**config.mk**
```make
export PLATFORM = sky130hd
export DESIGN_NAME = irq_type_responder
export DESIGN_NICKNAME = d
export VERILOG_FILES = /design/src/rtl/irq_resp_pkg.sv /design/src/rtl/irq_prio_pick.sv /design/src/rtl/irq_ack_seq.sv /design/src/rtl/irq_type_responder.sv
export SDC_FILE = /design/constraint.sdc
export NUM_CORES = 1
export LEC_CHECK = 0
export BUFFER_PORTS_ARGS = -buffer_cell sky130_fd_sc_hd__buf_2
export CORE_MARGIN = 4
export CORE_UTILIZATION = 40
export CTS_CLUSTER_DIAMETER = 150
export DETAILED_ROUTE_END_ITERATION = 6
export HOLD_SLACK_MARGIN = 0.1
export PLACE_DENSITY = 0.67
export SETUP_SLACK_MARGIN = 0.05
export SYNTH_ARGS = -nofsm -noshare
export SYNTH_HDL_FRONTEND = slang
export SYNTH_SLANG_ARGS = --single-unit
```
**constraint.sdc**
```tcl
create_clock -name clk -period 1.92 [get_ports clk]
set_input_delay 0.384 -clock clk [delete_from_list [all_inputs] [get_ports clk]]
set_output_delay 0.384 -clock clk [all_outputs]
set_load 0.02 [all_outputs]
```
**src/rtl/irq_resp_pkg.sv**
```systemverilog
// Package irq_resp_pkg
// Shared encodings for the interrupt type responder.
// Assumes every user imports it before declaring sequencer state.
package irq_resp_pkg;

    // Acknowledge sequence position: idle, inside/after pulse one, pulse two.
    typedef enum logic [1:0] {
        ACK_IDLE = 2'd0,
        ACK_ONE  = 2'd1,
        ACK_TWO  = 2'd2
    } ack_st_t;

    // Type driven when no valid request remains to be delivered.
    localparam logic [7:0] SPURIOUS_TYPE = 8'hFF;

endpackage

```
**src/rtl/irq_prio_pick.sv**
```systemverilog
// Module irq_prio_pick
// Fixed-priority selector: reports the lowest set index of the pending
// vector and whether any bit is set. Purely combinational.
// Assumes N_REQ >= 2 so that the index width is at least one bit.
module irq_prio_pick #(
    parameter int N_REQ = 4,
    localparam int IW   = $clog2(N_REQ)
) (
    input  logic [N_REQ-1:0] pend_i,
    output logic [IW-1:0]    idx_o,
    output logic             any_o
);

    // Scan from the lowest priority upward so the lowest index wins last.
    always_comb begin
        idx_o = '0;
        for (int i = N_REQ - 1; i >= 0; i--) begin
            if (pend_i[i]) idx_o = IW'(i);
        end
        any_o = |pend_i;
    end

endmodule

```
**src/rtl/irq_ack_seq.sv**
```systemverilog
// Module irq_ack_seq
// Counts the two acknowledge pulses, captures the winning request at the
// first pulse and checks at the second pulse that it is still pending.
// Assumes inta_n_i is already synchronous to clk.
module irq_ack_seq
    import irq_resp_pkg::*;
#(
    parameter int N_REQ = 4,
    localparam int IW   = $clog2(N_REQ)
) (
    input  logic             clk,
    input  logic             rst_n,
    input  logic             inta_n_i,
    input  logic [IW-1:0]    win_idx_i,
    input  logic             win_any_i,
    input  logic [N_REQ-1:0] pend_i,
    output logic             idle_o,
    output logic             drive_o,
    output logic             done_o,
    output logic [IW-1:0]    cap_idx_o,
    output logic             dlv_vld_o
);

    ack_st_t       st_q;
    logic          prev_q;
    logic [IW-1:0] cap_q;
    logic          capv_q;
    logic          dv_q;
    logic          ack_fall;
    logic          ack_rise;

    // Edge detection on the acknowledge input against its last sample.
    always_comb begin
        ack_fall = prev_q & ~inta_n_i;
        ack_rise = ~prev_q & inta_n_i;
    end

    // Pulse counter, capture of the winner and delivery validity.
    always_ff @(posedge clk) begin
        if (!rst_n) begin
            st_q   <= ACK_IDLE;
            prev_q <= 1'b1;
            cap_q  <= '0;
            capv_q <= 1'b0;
            dv_q   <= 1'b0;
        end else begin
            prev_q <= inta_n_i;
            case (st_q)
                ACK_IDLE: if (ack_fall) begin
                    st_q   <= ACK_ONE;
                    cap_q  <= win_idx_i;
                    capv_q <= win_any_i;
                end
                ACK_ONE: if (ack_fall) begin
                    st_q <= ACK_TWO;
                    dv_q <= capv_q & pend_i[cap_q];
                end
                ACK_TWO: if (ack_rise) st_q <= ACK_IDLE;
                default: st_q <= ACK_IDLE;
            endcase
        end
    end

    // Status toward the top level.
    always_comb begin
        idle_o    = (st_q == ACK_IDLE);
        drive_o   = (st_q == ACK_TWO) & ~inta_n_i;
        done_o    = (st_q == ACK_TWO) & ack_rise;
        cap_idx_o = cap_q;
        dlv_vld_o = dv_q;
    end


    reset_idle_chk: assert property (@(posedge clk)
        !rst_n |=> (st_q == ACK_IDLE) && prev_q);


    bus_in_pulse_chk: assert property (@(posedge clk) disable iff (!rst_n)
        drive_o |-> !inta_n_i && !idle_o);


    seq_close_chk: assert property (@(posedge clk) disable iff (!rst_n)
        done_o |=> idle_o);


    second_fall_chk: assert property (@(posedge clk) disable iff (!rst_n)
        (st_q == ACK_ONE) && ack_fall |=> (st_q == ACK_TWO));

endmodule

```
**src/rtl/irq_type_responder.sv**
```systemverilog
// Module irq_type_responder
// Latches device requests, raises one combined interrupt request and, on
// the second acknowledge pulse, drives the type of the request captured
// at the first pulse. The bus enable stands in for the tri-state control.
// Assumes all inputs are synchronous to clk; request 0 has top priority.
module irq_type_responder
    import irq_resp_pkg::*;
#(
    parameter int                        N_REQ      = 4,
    parameter int                        TYPE_W     = 8,
    parameter logic [N_REQ*TYPE_W-1:0]   TYPE_TABLE = {8'h41, 8'h40, 8'h0C, 8'hD0},
    parameter logic [TYPE_W-1:0]         SPUR_TYPE  = TYPE_W'(SPURIOUS_TYPE),
    localparam int                       IW         = $clog2(N_REQ)
) (
    input  logic              clk,
    input  logic              rst_n,
    input  logic [N_REQ-1:0]  req_i,
    input  logic [N_REQ-1:0]  clr_i,
    input  logic              inta_n_i,
    output logic              intr_o,
    output logic [TYPE_W-1:0] bus_d_o,
    output logic              bus_oe_o
);

    logic [N_REQ-1:0]  pend_q;
    logic [N_REQ-1:0]  dlv_mask;
    logic [IW-1:0]     win_idx;
    logic              win_any;
    logic              idle;
    logic              done;
    logic [IW-1:0]     cap_idx;
    logic              dlv_vld;
    logic [TYPE_W-1:0] type_arr [N_REQ];

    irq_prio_pick #(.N_REQ(N_REQ)) u_pick (
        .pend_i (pend_q),
        .idx_o  (win_idx),
        .any_o  (win_any)
    );

    irq_ack_seq #(.N_REQ(N_REQ)) u_seq (
        .clk       (clk),
        .rst_n     (rst_n),
        .inta_n_i  (inta_n_i),
        .win_idx_i (win_idx),
        .win_any_i (win_any),
        .pend_i    (pend_q),
        .idle_o    (idle),
        .drive_o   (bus_oe_o),
        .done_o    (done),
        .cap_idx_o (cap_idx),
        .dlv_vld_o (dlv_vld)
    );

    // Per-request slice of the type table and delivery clear mask.
    for (genvar g = 0; g < N_REQ; g++) begin : g_req
        assign type_arr[g] = TYPE_TABLE[g*TYPE_W +: TYPE_W];
        assign dlv_mask[g] = done & dlv_vld & (cap_idx == IW'(g));
    end

    // Pending bits: set by request, dropped by clear or by delivery.
    always_ff @(posedge clk) begin
        if (!rst_n) pend_q <= '0;
        else        pend_q <= (pend_q & ~clr_i & ~dlv_mask) | (req_i & ~clr_i);
    end

    // Combined request and bus byte.
    always_comb begin
        intr_o  = (|pend_q) & idle & inta_n_i;
        bus_d_o = '0;
        if (bus_oe_o) bus_d_o = dlv_vld ? type_arr[cap_idx] : SPUR_TYPE;
    end


    pend_set_chk: assert property (@(posedge clk) disable iff (!rst_n)
        $past(rst_n) |-> (($past(req_i) & ~$past(clr_i) & ~pend_q) == '0));


    intr_ack_low_chk: assert property (@(posedge clk) disable iff (!rst_n)
        !inta_n_i |-> !intr_o);


    dlv_clear_chk: assert property (@(posedge clk) disable iff (!rst_n)
        done && dlv_vld |=> !pend_q[$past(cap_idx)] || $past(req_i[cap_idx]));


    clr_wins_chk: assert property (@(posedge clk) disable iff (!rst_n)
        (|clr_i) |=> ((pend_q & $past(clr_i)) == '0));


    bus_off_intr_chk: assert property (@(posedge clk) disable iff (!rst_n)
        bus_oe_o |-> !intr_o);

endmodule

```
==> qor.csv, run 1 <==
stage,metric,value,unit
power_and_ir_drop,Pleak,0.338,nW
synthesis,ranking of synthesized cells by area,"dfxtp_1, a211oi_1, inv_1",
power_and_ir_drop,P per Cell Area,670,mW/mm²
run_status,outcome,"finished, final reports clean",
placed_design,RePlAce Congestion,0.714,
drt,WL per Instance,12.8,µm
synthesis,Post-Synthesis Cells,67,
global_routing,pin count of the biggest net entering global routing,9,
global_routing,remaining global-route overflow,0,
critical_path,Crit Path Class,reg2out,
floorplanning,IO Pins,21,
placed_design,Placement Cell Area,709,µm²
synthesis,Mean Syn Cell Area,9.32,µm²
placed_design,Port-buffer cells,20,
clock_network,CTS Buf Count,3,
timing,TNS Setup,0,ns
clock_network,htree depth,1,
clock_network,"Setup Fix Bufs, Post-CTS",0,
placed_design,hpwl dp,998,µm
clock_network,CTS tree,built,
timing,RSZ-0062 raised after global routing,yes,
clock_network,TritonCTS Sinks,11,
timing,Setup Skew,0.000519,ns
finish,Finished Cell Area,754,µm²
drt,DRC Markers,0,
synthesis,Syn Std Cell Area,624,µm²
global_routing,number of global-route vias before repair,448,
timing,Final Hold Viols,0,
global_routing,Tot GR Track Use,13.4,%
timing,fmax,557,MHz
synthesis,Post-Synthesis Net Count,78,
timing,Final setup viols,0,
finish,layout cells sized above 1,36.8,%
synthesis,cell taking the most area after synthesis,dfxtp_1,
drt,drt initial violations,20,
hold_path,Hold/Removal Path Class,in2reg,
clock_network,clk_lat worst skew,0.27,ns
critical_path,Critical Path RT,1.54,ns
drt,WL final,1.30,mm
critical_path,CP max FO,6,
clock_network,clk root buf,clkbuf_4,
clock_network,clk slew on worst S/H paths,0.07,ns
power_and_ir_drop,VDD IR-drop max,0.298,mV
floorplanning,number of cell rows,13,
critical_path,Worst Setup Start Kind,register,
floorplanning,die width,47.5,µm
synthesis,post-synthesis register bit count,11,
drt,Pre-antenna DRT Iters,4,
timing,"Period Utilization, post-route",93.6,%
floorplanning,Initial Utilization,45.2,%
timing,fin crit period,1.80,ns
timing,slew margin rel.,74.4,%
synthesis,"Seq/Total Area, Yosys",35.3,%
floorplanning,die area,0.00226,mm²
critical_path,Critical Path AT,1.41,ns
floorplanning,Chip Height,47.5,µm
finish,Area Overhead vs Synth,20.8,%
drt,Final ANT Viol Nets,0,
global_routing,antenna violations before repair,0,
finish,area occupied by multi-input gates,347,µm²
synthesis,share of Yosys cell area claimed by the top area cell type,35.3,%
finish,FF/Latch Area,221,µm²
synthesis,Synth cell types,29,
floorplanning,total core area,0.00138,mm²
timing,Slew @ Worst Pin,0.379,ns
drt,post-DR vias/cell,5.40,
drt,detailed-route via count,551,
run,max cap viols,0,
finish,ANT cells,0,
finish,fill count,135,
clock_network,clk buf depth,2,
global_routing,first-pass GRT wire length,2.00,mm
critical_path,crit path capture type,primary output,
timing,"Slew Viols, Final",0,
finish,Final nets,99,
synthesis,warnings from Yosys,0,
## per-stage QoR
stage / setup slack (ns) / power, mW / hold WS, ns / utilization, % / instances
2_1_floorplan: 0.0531 / 0.322 / 0.453 / - / 67
3_3_place_gp: 0.339 / 0.349 / 0.489 / 51.3 / 98
3_5_place_dp: 0.300 / 0.350 / 0.485 / 51.3 / 98
4_1_cts: 0.0839 / 0.514 / 0.252 / 53.5 / 102
5_1_grt: 0.0485 / 0.539 / 0.251 / 54.6 / 102
6_report: 0.123 / 0.506 / 0.262 / 54.6 / 102
## state kept, by name (all words and copies together) (netlist names)
name	count
u_seq.st_q	2
u_seq.cap_idx_o	2
u_seq.prev_q	1
pend_q	4
u_seq.capv_q	1
u_seq.dlv_vld_o	1
## worst max-delay path, stage by stage (launching register included)
cell	delay, ns
dfxtp_1	0.37
nand2b_4	0.19
or2_4	0.27
a31oi_4	0.13
buf_2	0.18
## final timing paths
path                                      start               to  slack [ns]  cells after the start
worst max-delay path              u_seq.st_q[0]       bus_d_o[6]        0.12                      4
worst min-delay path                   clr_i[3]        pend_q[3]        0.26                      2
worst max register to register  u_seq.dlv_vld_o        pend_q[2]        0.55                      3
worst min register to register     u_seq.capv_q  u_seq.dlv_vld_o        0.49                      2
## logic make-up (layout without fill, tap and decap cells)
| logic type | count (synthesis) | in the layout | synth area share [%] |
|---|---|---|---|
| buffers and inverters | 13 | 33 | 10.8 |
| and+or+nand+nor | 21 | 21 | 24.7 |
| AOI/OAI and AO/OA | 20 | 20 | 23.6 |
| muxes | 1 | 1 | 4.21 |
| xor gates and xnor gates | 1 | 1 | 1.40 |
| DFF | 11 | 11 | 35.3 |
## placed cells by master, fill, tap and decap left out, drive strengths merged, types with 3 or more instances in the layout
master	count
buf	20
dfxtp	11
inv	9
a21oi	6
a211oi	5
nand2b	4
clkbuf	4
nor2	3
o31ai	3
## synth_stat cells (all sizes together)
cell type,count
nand2b,4
o211ai,2
xnor2,1
nand2,2
inv,9
nand4,1
nor4,1
o21a,1
a31oi,1
dfxtp,11
nor4b,2
o31ai,3
nor2,3
o41ai,1
a21oi,6
or2b,1
and4bb,1
nor3,1
nand3b,1
or2,2
nor2b,2
mux4,1
buf,4
a211oi,5
o21ai,1
## final cells by class
cell class	count	share of cell area, %
Sequential cell	11	29.4
Inverter	9	4.48
Multi-Input combinational cell	43	45.9
Tap cell	15	2.49
Clock buffer	4	3.48
Timing Repair Buffer	20	14.3
## routing by layer
layer  GRT usage (%)  routed length [µm]  part of all wire, %  vias to the layer above
met5               0                   0                    0                        -
met4            9.94                  12                 0.92                        0
met3            4.51                 104                  8.0                        2
met2            17.9                 568                   44                       19
met1            17.6                 616                   47                      246
li1                -                   -                    -                      284
## timing repair
action,4_1_cts,5_1_grt
hold buffers,0,0
resized for setup,2,5
setup endpoints to repair,8,4
## power by group
group / switching [mW] / total [mW] / internal (mW)
registers: 0.0181 / 0.260 / 0.242
clock network: 0.0774 / 0.158 / 0.0805
logic: 0.0445 / 0.0883 / 0.0438
Note: power is estimated with default switching activity, not from simulation.
==> run 2, diff against run 1 <==
==> constraint.sdc (replaced) <==
create_clock -name clk -period 1.92 [get_ports clk]
set_input_delay 0.096 -clock clk [delete_from_list [all_inputs] [get_ports clk]]
set_output_delay 0.096 -clock clk [all_outputs]
set_load 0.02 [all_outputs]
==> run 2 against run 1 <==
  * Non-clock buffer count up 9
  * Combinational power up 13%
  * Critical endpoint is now pend_q[1]
  * Routed wire length up 9.2%
  * Largest power group unchanged
==> qor.csv, run 2 (synthesized netlist as in run 1, its figures left out) <==
stage,metric,value,unit,change
power_and_ir_drop,Net Sw Frac,28.6,%,+0.97 points
drt,WL per Instance,12.8,µm,+0.37%
finish,Finished Cell Area,836,µm²,+11%
timing,slew margin rel.,71.7,%,-2.7 points
placed_design,placed insts,98,,unchanged
timing,fmax,562,MHz,+0.98%
timing,Final setup viols,0,,unchanged
power_and_ir_drop,part of the power in registers,49.8,%,-1.5 points
critical_path,CP startpoint,u_seq.cap_idx_o[0],,
finish,layout cells sized above 1,32.3,%,-4.5 points
floorplanning,IO Pins,21,,unchanged
critical_path,Critical Path AT,1.94,ns,+0.53 ns
floorplanning,Initial Utilization,45.2,%,unchanged
finish,most frequent cells in the layout,"buf_2, dfxtp_1, inv_1, dlygate4sd3_1, a21oi_1",,
finish,Area Overhead vs Synth,33.9,%,
critical_path,CP max FO,7,,+1
timing,final worst slack,0.141,ns,+0.0175 ns
timing,fin crit period,1.78,ns,-0.0175 ns
finish,Finished Core Util,60.5,%,+5.9 points
critical_path,crit path capture type,register,,
placed_design,RePlAce Congestion,0.771,,+8.0%
clock_network,CTS Buf Count,3,,unchanged
timing,Final Hold Viols,0,,unchanged
clock_network,clk buf depth,2,,unchanged
power_and_ir_drop,internal power,0.372,mW,+1.7%
floorplanning,total core area,0.00138,mm²,unchanged
floorplanning,Chip Height,47.5,µm,unchanged
drt,Final ANT Viol Nets,0,,unchanged
clock_network,clk_lat worst skew,0.27,ns,about the same
clock_network,clk root buf,clkbuf_4,,
finish,max FFs per register,4,,unchanged
global_routing,remaining global-route overflow,0,,unchanged
finish,Top reg by flops,pend_q,,
critical_path,reg-to-reg startpoint,u_seq.cap_idx_o[0],,
drt,Pre-antenna DRT Iters,4,,unchanged
floorplanning,die area,0.00226,mm²,unchanged
clock_network,TritonCTS Sinks,11,,unchanged
finish,"most common cell after layout, fill and taps aside",buf_2,,
drt,drt initial violations,8,,-60%
power_and_ir_drop,VDD IR-drop max,0.413,mV,+38%
placed_design,hpwl dp,1.00,mm,+0.29%
placed_design,Placement Cell Area,709,µm²,unchanged
drt,DRC Markers,0,,unchanged
timing,Setup Skew,0.00576,ns,+0.00524 ns
finish,ANT cells,0,,unchanged
placed_design,Setup WS pre-CTS,0.577,ns,+0.277 ns
run_status,outcome,"finished, final reports clean",,
timing,RSZ-0062 raised after global routing,no,,
power_and_ir_drop,P per Cell Area,624,mW/mm²,-6.9%
global_routing,first-pass GRT wire length,2.24,mm,+12%
power_and_ir_drop,Comb power frac,19.1,%,+1.6 points
critical_path,Crit Path Class,reg2reg,,
global_routing,antenna violations before repair,0,,unchanged
power_and_ir_drop,Psw,0.149,mW,+6.7%
floorplanning,number of cell rows,13,,unchanged
timing,"Slew Viols, Final",0,,unchanged
floorplanning,die width,47.5,µm,unchanged
global_routing,Tot GR Track Use,14.7,%,+1.3 points
clock_network,CTS tree,built,,
clock_network,htree depth,1,,unchanged
hold_path,hold path startpoint,inta_n_i,,
drt,detailed-route via count,584,,+6.0%
timing,"Period Utilization, post-route",92.7,%,-0.91 points
timing,hold_ws,0.139,ns,-0.123 ns
power_and_ir_drop,Power Total,0.522,mW,+3.1%
clock_network,"Setup Fix Bufs, Post-CTS",0,,unchanged
hold_path,Cells on Worst Hold Path,2,,unchanged
critical_path,Worst Setup Start Kind,register,,
critical_path,FF-to-FF path depth,4,,+1
clock_network,clk slew on worst S/H paths,0.08,ns,about the same
timing,TNS Setup,0,ns,unchanged
drt,post-DR vias/cell,5.26,,-2.6%
power_and_ir_drop,Pleak,0.387,nW,+14%
power_and_ir_drop,clock power share,31.1,%,about the same
run,max cap viols,0,,unchanged
global_routing,number of global-route vias before repair,468,,+4.5%
finish,Final nets,108,,+9.1%
drt,WL final,1.42,mm,+9.2%
placed_design,Port-buffer cells,20,,unchanged
global_routing,pin count of the biggest net entering global routing,9,,unchanged
critical_path,Critical Path RT,2.08,ns,+0.54 ns
timing,Slew @ Worst Pin,0.420,ns,+0.0416 ns
finish,final cell count without fillers,111,,+8.8%
hold_path,Hold/Removal Path Class,in2reg,,
==> run 2: cell count changes in the layout (fill, tap and decap cells not counted), sizes merged <==
cell	previous run	this run
dlygate4sd3	0	9
clkbuf	4	3
clkinv	0	1
==> run 2: worst paths after layout <==
path	slack (ns)	end
setup / recovery	0.14	pend_q[1]
hold / removal	0.14	u_seq.prev_q
setup reg to reg	0.14	pend_q[1]
hold reg to reg	0.47	u_seq.dlv_vld_o
==> run 2: repair_timing <==
item                                   CTS  global route
setup endpoints to repair                0             2
endpoints found under the hold margin    6             0
gates resized for setup                  0             2
hold buffers                             9             0
==> run 2: critical path, cell delays in order, from the launching register on <==
cell and delay (ns):
dfxtp_1 0.48, nand2b_1 0.15, o31ai_1 0.33, a211oi_1 0.13
dlygate4sd3_1 0.57
==> run 2: power by group through the flow <==
stage / clock [mW] / sequential, mW / combinational, mW
floorplan: 0 / 0.260 / 0.0619
global placement: 0 / 0.264 / 0.0847
detailed placement: 0 / 0.265 / 0.0852
CTS: 0.169 / 0.259 / 0.0991
global route: 0.182 / 0.262 / 0.110
finish: 0.162 / 0.260 / 0.0999
==> run 2: final cells by class <==
| cell class | instances | area (µm²) |
|---|---|---|
| Sequential cell | 11 | 221 |
| Clock buffer | 3 | 22.5 |
| Multi-Input combinational cell | 43 | 344 |
| Clock inverter | 1 | 5.00 |
| Fill cell | 121 | 547 |
| Inverter | 9 | 33.8 |
| Timing Repair Buffer | 29 | 190 |
| Tap cell | 15 | 18.8 |
==> run 2: layer usage <==
metal  global-route usage, %  up-vias  share of wire, %
met2                    20.9       21                41
li1                        -      300                 -
met5                       0        -                 0
met1                    19.8      261                48
met3                    6.39        2                10
met4                    4.97        0              0.84
==> run 3, diff against run 2 <==
--- a/config.mk
+++ b/config.mk
@@ -6,12 +6,14 @@
 export NUM_CORES = 1
 export LEC_CHECK = 0
 export BUFFER_PORTS_ARGS = -buffer_cell sky130_fd_sc_hd__buf_2
+export CELL_PAD_IN_SITES_DETAIL_PLACEMENT = 0
+export CELL_PAD_IN_SITES_GLOBAL_PLACEMENT = 1
 export CORE_MARGIN = 4
-export CORE_UTILIZATION = 40
+export CORE_UTILIZATION = 35
 export CTS_CLUSTER_DIAMETER = 150
 export DETAILED_ROUTE_END_ITERATION = 6
 export HOLD_SLACK_MARGIN = 0.1
-export PLACE_DENSITY = 0.67
+export PLACE_DENSITY = 0.77
 export SETUP_SLACK_MARGIN = 0.05
 export SYNTH_ARGS = -nofsm -noshare
 export SYNTH_HDL_FRONTEND = slang
==> run 3 against run 2 <==
  * First-iteration DRC count shrank 50%
  * Largest power group unchanged
  * Power shrank 0.35%
  * Cell area grew 0.45%
==> qor.csv, run 3 (synthesized netlist as in run 1, its figures left out) <==
stage,metric,value,unit,change
run_status,outcome,"finished, final reports clean",,
floorplanning,die area,0.00252,mm²,+12%
clock_network,htree depth,1,,unchanged
clock_network,clk slew on worst S/H paths,0.07,ns,about the same
finish,Finished Core Util,52.7,%,-7.8 points
timing,Setup Skew,0.00403,ns,-0.00172 ns
hold_path,Hold/Removal Path Class,in2reg,,
floorplanning,IO Pins,21,,unchanged
critical_path,reg-to-reg startpoint,u_seq.cap_idx_o[0],,
critical_path,FF-to-FF path depth,4,,unchanged
global_routing,first-pass GRT wire length,2.27,mm,+1.6%
power_and_ir_drop,Pleak,0.386,nW,-0.26%
critical_path,Critical Path RT,2.08,ns,about the same
critical_path,Critical Path AT,1.91,ns,-0.03 ns
finish,max FFs per register,4,,unchanged
global_routing,remaining global-route overflow,0,,unchanged
placed_design,Placement Cell Area,721,µm²,+1.6%
finish,fill count,163,,+35%
global_routing,antenna violations before repair,0,,unchanged
placed_design,hpwl dp,1.03,mm,+2.7%
timing,Slew @ Worst Pin,0.377,ns,-0.0429 ns
critical_path,crit path to,pend_q[0],,
timing,TNS Setup,0,ns,unchanged
finish,most frequent cells in the layout,"buf_2, dfxtp_1, inv_1, dlygate4sd3_1, a21oi_1",,
drt,WL final,1.36,mm,-4.2%
power_and_ir_drop,Power Total,0.520,mW,-0.35%
clock_network,clk_lat worst skew,0.28,ns,about the same
placed_design,RePlAce Congestion,0.727,,-5.7%
clock_network,clk buf depth,2,,unchanged
timing,Final Hold Viols,0,,unchanged
critical_path,crit path capture type,register,,
drt,post-DR vias/cell,4.69,,-11%
clock_network,"Setup Fix Bufs, Post-CTS",0,,unchanged
timing,slew margin rel.,74.6,%,+2.9 points
critical_path,R2R setup slack,0.17,ns,+0.03 ns
clock_network,TritonCTS Sinks,11,,unchanged
critical_path,CP startpoint,u_seq.cap_idx_o[0],,
finish,ANT cells,0,,unchanged
critical_path,Worst Setup Start Kind,register,,
timing,fin crit period,1.75,ns,-0.0293 ns
floorplanning,Initial Utilization,39.2,%,-6.0 points
drt,DRC Markers,0,,unchanged
timing,fmax,571,MHz,+1.7%
finish,Finished Cell Area,840,µm²,+0.45%
global_routing,pin count of the biggest net entering global routing,9,,unchanged
run,max cap viols,0,,unchanged
floorplanning,total core area,0.00159,mm²,+15%
drt,drt initial violations,4,,-4
finish,Final nets,108,,unchanged
power_and_ir_drop,VDD IR-drop max,0.362,mV,-12%
clock_network,clk root buf,clkbuf_4,,
timing,"Slew Viols, Final",0,,unchanged
clock_network,CTS Buf Count,3,,unchanged
hold_path,hold path startpoint,inta_n_i,,
finish,Area Overhead vs Synth,34.5,%,
clock_network,CTS tree,built,,
floorplanning,Chip Height,50.2,µm,+5.7%
critical_path,Crit Path Class,reg2reg,,
global_routing,Tot GR Track Use,11.9,%,-2.8 points
drt,detailed-route via count,563,,-3.6%
drt,WL per Instance,11.4,µm,-11%
placed_design,Port-buffer cells,20,,unchanged
finish,Top reg by flops,pend_q,,
critical_path,CP max FO,7,,unchanged
drt,Pre-antenna DRT Iters,3,,-1
timing,Final setup viols,0,,unchanged
global_routing,number of global-route vias before repair,500,,+6.8%
critical_path,reg2reg end,pend_q[0],,
timing,"Period Utilization, post-route",91.1,%,-1.5 points
floorplanning,die width,50.2,µm,+5.7%
drt,Final ANT Viol Nets,0,,unchanged
finish,layout cells sized above 1,31.3,%,-1.0 points
finish,"most common cell after layout, fill and taps aside",buf_2,,
power_and_ir_drop,P per Cell Area,619,mW/mm²,-0.79%
floorplanning,number of cell rows,14,,+1
timing,RSZ-0062 raised after global routing,no,,
run 3: worst min-delay path by stage:
stage,to,slack [ns],cells past startpoint
6_report,u_seq.prev_q,0.14,2
5_1_grt,u_seq.prev_q,0.16,2
4_1_cts,u_seq.prev_q,0.13,2
3_5_place_dp,pend_q[2],0.26,2
3_3_place_gp,pend_q[3],0.26,2
2_1_floorplan,pend_q[0],0.17,1
run 3: metrics by stage:
step,std cells,hold slack [ns],setup slack [ns]
global placement,107,0.256,0.631
finish,120,0.139,0.170
CTS,120,0.133,0.135
global route,120,0.156,0.0638
detailed placement,107,0.258,0.595
floorplan,67,0.169,0.341
run 3: cell type report:
type | count | area (µm²) | share of cell area, %
Multi-Input combinational cell | 43 | 337 | 40.1
Sequential cell | 11 | 221 | 26.4
Timing Repair Buffer | 29 | 190 | 22.7
Inverter | 9 | 33.8 | 4.02
Tap cell | 24 | 30.0 | 3.58
Clock buffer | 3 | 22.5 | 2.68
Clock inverter | 1 | 5.00 | 0.596
run 3: power by group:
group | total (mW) | internal (mW) | switching (mW)
Clock | 0.162 | 0.0773 | 0.0851
Sequential | 0.259 | 0.241 | 0.0180
Combinational | 0.0981 | 0.0534 | 0.0447
Total | 0.520 | 0.372 | 0.148
run 3: layer usage:
metal,share of wire (%),vias up,wire (µm),GRT usage (%)
met5,0,-,0,0
met2,43,17,586,17.6
li1,-,296,-,-
met3,7.9,2,108,5.33
met1,48,248,653,15.2
met4,0.88,0,12,4.15
run 3: what timing repair did:
action,CTS,global route
hold buffers,9,0
resized for setup,0,1
hold endpoints to repair,6,0
endpoints found under the setup margin,0,1
run 3: critical path, stage by stage, from the launching register on:
cell and delay [ns]:
dfxtp_1 0.39, or2_2 0.34, o31ai_1 0.25, a211oi_1 0.10, dlygate4sd3_1 0.56
